**src/rtl/lpm_pkg.sv**
```systemverilog
package lpm_pkg;
  typedef enum logic [1:0] {
    LPM_ACTIVE   = 2'b00,
    LPM_RESET    = 2'b01,
    LPM_DISABLED = 2'b10
  } lpm_state_e;
endpackage

```
**src/rtl/lpm_sync.sv**
```systemverilog
module lpm_sync #(
  parameter int unsigned STAGES = 2
) (
  input  logic clk_i,
  input  logic rst_ni,
  input  logic d_i,
  output logic q_o
);
  logic [STAGES-1:0] pipe_q;

  always_ff @(posedge clk_i or negedge rst_ni) begin
    if (!rst_ni) pipe_q <= '0;
    else         pipe_q <= {pipe_q[STAGES-2:0], d_i};
  end

  assign q_o = pipe_q[STAGES-1];
endmodule

```
**src/rtl/lpm_low_timer.sv**
```systemverilog
module lpm_low_timer
  import lpm_pkg::*;
#(
  parameter int unsigned RST_THRESH = 256,
  parameter int unsigned DIS_THRESH = 2560,
  localparam int unsigned CNT_W = $clog2(DIS_THRESH + 1)
) (
  input  logic       clk_i,
  input  logic       rst_ni,
  input  logic       lps_s_i,
  output lpm_state_e state_o,
  output logic       wake_o
);
  localparam logic [CNT_W-1:0] RstLim = CNT_W'(RST_THRESH);
  localparam logic [CNT_W-1:0] DisLim = CNT_W'(DIS_THRESH);

  logic [CNT_W-1:0] cnt_q;

  // hardware reset starts saturated: disabled
  always_ff @(posedge clk_i or negedge rst_ni) begin
    if (!rst_ni)              cnt_q <= DisLim;
    else if (lps_s_i)         cnt_q <= '0;
    else if (cnt_q != DisLim) cnt_q <= cnt_q + 1'b1;
  end

  always_comb begin
    if (cnt_q == DisLim)      state_o = LPM_DISABLED;
    else if (cnt_q >= RstLim) state_o = LPM_RESET;
    else                      state_o = LPM_ACTIVE;
  end

  assign wake_o = lps_s_i && (cnt_q == DisLim);

  a_r2_high_clears: assert property (@(posedge clk_i) disable iff (!rst_ni)
    lps_s_i |=> cnt_q == '0);
  a_r2_low_counts: assert property (@(posedge clk_i) disable iff (!rst_ni)
    (!lps_s_i && cnt_q != DisLim) |=> cnt_q == $past(cnt_q) + 1'b1);
  a_r10_saturates: assert property (@(posedge clk_i) disable iff (!rst_ni)
    cnt_q <= DisLim);
endmodule

```
**src/rtl/lpm_gate.sv**
```systemverilog
module lpm_gate
  import lpm_pkg::*;
#(
  parameter int unsigned DATA_W = 8
) (
  input  logic              clk_i,
  input  logic              rst_ni,
  input  lpm_state_e        state_i,
  input  logic              wake_i,
  input  logic              lctrl_i,
  input  logic              lreq_i,
  input  logic [1:0]        ctl_i,
  input  logic [DATA_W-1:0] data_i,
  output logic              lreq_o,
  output logic [1:0]        ctl_o,
  output logic [DATA_W-1:0] data_o,
  output logic              pclk_en_o,
  output logic              link_active_o,
  output logic              bus_rst_o
);
  logic live;
  logic bus_rst_q;

  assign live          = (state_i == LPM_ACTIVE);
  assign lreq_o        = live & lreq_i;
  assign ctl_o         = live ? ctl_i : '0;
  assign data_o        = live ? data_i : '0;
  assign pclk_en_o     = (state_i != LPM_DISABLED);
  assign link_active_o = live & lctrl_i;

  always_ff @(posedge clk_i or negedge rst_ni) begin
    if (!rst_ni) bus_rst_q <= 1'b0;
    else         bus_rst_q <= wake_i;
  end
  assign bus_rst_o = bus_rst_q;

  a_r8_single_pulse: assert property (@(posedge clk_i) disable iff (!rst_ni)
    bus_rst_o |=> !bus_rst_o);
  a_r8_from_disabled: assert property (@(posedge clk_i) disable iff (!rst_ni)
    $rose(bus_rst_o) |-> $past(state_i) == LPM_DISABLED);
  a_r7_needs_ctrl: assert property (@(posedge clk_i) disable iff (!rst_ni)
    link_active_o |-> lctrl_i && pclk_en_o);
  a_r8_wake_active: assert property (@(posedge clk_i) disable iff (!rst_ni)
    bus_rst_o |-> state_i == LPM_ACTIVE);
endmodule

```
**src/rtl/link_pwr_mon.sv**
```systemverilog
module link_pwr_mon
  import lpm_pkg::*;
#(
  parameter int unsigned RST_THRESH = 256,
  parameter int unsigned DIS_THRESH = 2560,
  parameter int unsigned DATA_W     = 8
) (
  input  logic              clk_i,
  input  logic              rst_ni,
  input  logic              lps_i,
  input  logic              lctrl_i,
  input  logic              lreq_i,
  input  logic [1:0]        ctl_i,
  input  logic [DATA_W-1:0] data_i,
  output logic              lreq_o,
  output logic [1:0]        ctl_o,
  output logic [DATA_W-1:0] data_o,
  output logic              pclk_en_o,
  output logic              link_active_o,
  output logic              bus_rst_o,
  output logic [1:0]        state_o
);
  logic       lps_s;
  logic       wake;
  lpm_state_e state;

  lpm_sync #(.STAGES(2)) i_sync (
    .clk_i  (clk_i),
    .rst_ni (rst_ni),
    .d_i    (lps_i),
    .q_o    (lps_s)
  );

  lpm_low_timer #(
    .RST_THRESH (RST_THRESH),
    .DIS_THRESH (DIS_THRESH)
  ) i_timer (
    .clk_i   (clk_i),
    .rst_ni  (rst_ni),
    .lps_s_i (lps_s),
    .state_o (state),
    .wake_o  (wake)
  );

  lpm_gate #(.DATA_W(DATA_W)) i_gate (
    .clk_i         (clk_i),
    .rst_ni        (rst_ni),
    .state_i       (state),
    .wake_i        (wake),
    .lctrl_i       (lctrl_i),
    .lreq_i        (lreq_i),
    .ctl_i         (ctl_i),
    .data_i        (data_i),
    .lreq_o        (lreq_o),
    .ctl_o         (ctl_o),
    .data_o        (data_o),
    .pclk_en_o     (pclk_en_o),
    .link_active_o (link_active_o),
    .bus_rst_o     (bus_rst_o)
  );

  assign state_o = state;

  a_r5_quiet_when_idle: assert property (@(posedge clk_i) disable iff (!rst_ni)
    (state_o != 2'b00) |-> (ctl_o == '0 && data_o == '0 && !lreq_o && !link_active_o));
endmodule

```
**config.mk**
```make
export PLATFORM = sky130hd
export DESIGN_NAME = link_pwr_mon
export DESIGN_NICKNAME = d
export VERILOG_FILES = /design/src/rtl/lpm_pkg.sv /design/src/rtl/lpm_sync.sv /design/src/rtl/lpm_low_timer.sv /design/src/rtl/lpm_gate.sv /design/src/rtl/link_pwr_mon.sv
export SDC_FILE = /design/constraint.sdc
export NUM_CORES = 1
export LEC_CHECK = 0
export BUFFER_PORTS_ARGS = -buffer_cell sky130_fd_sc_hd__buf_2
export CAP_MARGIN = 10
export CELL_PAD_IN_SITES_DETAIL_PLACEMENT = 0
export CELL_PAD_IN_SITES_GLOBAL_PLACEMENT = 1
export CORE_AREA = 8 8 61 63
export DETAILED_ROUTE_END_ITERATION = 16
export DIE_AREA = 0 0 69 71
export GPL_ROUTABILITY_DRIVEN = 1
export PLACE_DENSITY = 0.76
export SETUP_SLACK_MARGIN = 0.4
export SLEW_MARGIN = 20
export SYNTH_ARGS = -nofsm -noshare
export SYNTH_HDL_FRONTEND = slang
export SYNTH_SLANG_ARGS = --single-unit
```
**constraint.sdc**
```tcl
create_clock -name clk_i -period 1.55 [get_ports clk_i]
set_clock_uncertainty 0.05 [all_clocks]
set_input_delay 0.2325 -clock clk_i [delete_from_list [all_inputs] [get_ports clk_i]]
set_output_delay 0.2325 -clock clk_i [all_outputs]
set_load 0.02 [all_outputs]
```
==> reports/qor.yml <==
hold_viol: 0
yosys-top-cells-area: "dfrtp_1, and2_1, dfstp_2, o31ai_1, or4_1"
violations: "negative setup slack"
yosys.area.top_type: "dfrtp_1"
synth_nets: 105
yosys_most_used_dff: "dfrtp_1"
cts_root_buf: "clkbuf_4"
tritoncts: "yes"
gp_congestion: 0.804
htree_levels: 1
critPathKind: "reg2out"
avgSynthCellArea_um2: 9.50
yosys_warnings: 0
final_cell_mix: "buf_6, buf_4, buf_2"
dr_wl_met2_um: 1650
via_count: 883
dp_hpwl_um: 1680
p_leak_nw: 0.685
fin_ws_ps: -313
grt_pass1_wl_um: 4490
drc: 0
layout.cells.non_filler: 179
min_period_over_period_pct: 120
required_ps: 1270
design.core.area_um2: 2850
synth_edf_count: 0
final_net_count: 164
drv_cap: 0
fmax_mhz: 537
slew_violations: 0
report.power.total_mw: 0.838
dr.first_iter.drc_count: 22
min-delay-path-class: "reg2reg"
max-clock-path-buffers: 2
cp-end-kind: "primary output"
synth_seq_cells: 15
ys_async_sr_fraction_pct: 100
ir_drop_uv: 467
dp_slack_ps: -61.9
status: "finished with violations"
grt_pass1_vias: 862
critPathMaxFanout: 5
grt_max_degree: 16
final_common_cell: "buf_6"
powerDensity_nw_per_um2: 549
diodes: 0
rsz0062_at_grt: "yes"
dp.cells: 159
grt-ovfl-total: 0
synth_top_area_share_pct: 38.9
drive_above_1_share_pct: 67.8
io_buffers: 30
wl_um: 2910
cts_inserted_buffers: 3
met3_length_um: 107
die_x_um: 69
synth_area_um2: 836
dr.max_layer_used: "met4"
fp.dieArea_um2: 4900
wl_per_cell_um: 16.2
ios: 31
globalRouteTotalUtil_pct: 11.2
slew-limit-headroom_pct: 76.2
n_fill_cell: 263
start_util_pct: 29.3
wl_met1_um: 1120
yosysSeqAreaShare_pct: 45.2
cts_sinks: 15
viasPerCell: 4.93
grt_antenna_before_repair: 0
clk_latency_ps: 300
clkTransAtPathRegs_ps: 100
worstPathArrival_ps: 1580
detail-route-antenna-nets: 0
area_growth_pct: 82.8
min_period_ps: 1860
worst_pin_slew_ps: 357
synthCells: 88
yosysUniqueCellTypes: 28
row_count: 20
die_h_um: 71
setup_viol: 19
start_kind: "flip-flop"
drt_pass1_iterations: 4
## kinds of logic after synthesis
logic type	after synthesis	synth area share, %
AND/OR/NAND/NOR	43	31.4
AO/OA/AOI/OAI	15	10.6
flip-flops	15	45.2
buffers and inverters	9	5.09
XOR/XNOR	2	2.10
multiplexers	2	2.54
adder cells (fa/ha/maj)	2	2.99
## cells in the mapped netlist (3+ instances only)
cell     number
a21oi_1       7
and2_1       13
o31ai_1       5
or4_1         5
inv_1         5
dfrtp_1      13
nand2_1       3
nand3_1       4
nor2_1        6
## layer usage
| metal | track usage [%] | vias up |
|---|---|---|
| li1 | - | 431 |
| met1 | 11.5 | 427 |
| met2 | 21.1 | 21 |
| met3 | 3.50 | 4 |
| met4 | 2.96 | 0 |
| met5 | 0 | - |
## critical path, stage by stage, from the launching register on
cell and delay (ps):
dfrtp_2 480, nor4_1 320, and4_4 300, inv_1 50
buf_6 120
## final timing paths
kind	slack [ps]	start	end	cells past startpoint
worst max-delay path	-310	i_timer.cnt_q[5]$_DFFE_PN0P_	pclk_en_o	4
worst min register to register	320	i_sync.pipe_q[0]$_DFF_PN0_	i_sync.pipe_q[1]$_DFF_PN0_	0
min in group asynchronous	330	rst_ni	i_timer.cnt_q[7]$_DFFE_PN0P_	2
worst min-delay path	320	i_sync.pipe_q[0]$_DFF_PN0_	i_sync.pipe_q[1]$_DFF_PN0_	0
worst max register to register	-290	i_timer.cnt_q[5]$_DFFE_PN0P_	i_timer.cnt_q[0]$_DFFE_PN0P_	6
max in group asynchronous	800	rst_ni	i_timer.cnt_q[11]$_DFFE_PN1P_	2
## state kept, by name, indices dropped and copies added (netlist names)
signal            count
i_gate.bus_rst_o      1
i_sync.pipe_q         2
i_timer.cnt_q        12
## layout make-up
cell class / instances / area (um^2) / share of cell area [%]
multi-input combinational: 65 / 581 / 38.0
inverter: 5 / 18.8 / 1.23
timing repair buffer: 57 / 475 / 31.1
tap: 33 / 41.3 / 2.70
clock inverter: 1 / 7.51 / 0.491
clock buffer: 3 / 22.5 / 1.47
sequential: 15 / 382 / 25.0
## metrics by stage
step                      util (%)  TNS, ps  hold WS [ps]  instance area (um^2)
after floorplan                  -    -36.8          -113                   853
after global placement        38.7     -233           105                  1100
after detailed placement      38.7     -252           109                  1100
after CTS                     49.0    -4100           322                  1400
after global routing          53.6    -6020           339                  1530
final                         53.6    -4530           320                  1530
## power by group
group / internal (mW) / switching, mW
logic: 0.103 / 0.0900
registers: 0.400 / 0.00509
clock network: 0.0983 / 0.142
## what timing repair did
| item | in CTS | in global routing |
|---|---|---|
| hold buffers | 2 | 0 |
| buffers inserted | 5 | 7 |
| resized for setup | 57 | 19 |
| pin swaps | 13 | 9 |
| endpoints found under the hold margin | 14 | 0 |
| setup endpoints to repair | 27 | 27 |
| gates cloned | 2 | 0 |
No activity file was read; power rests on OpenSTA's default activity.
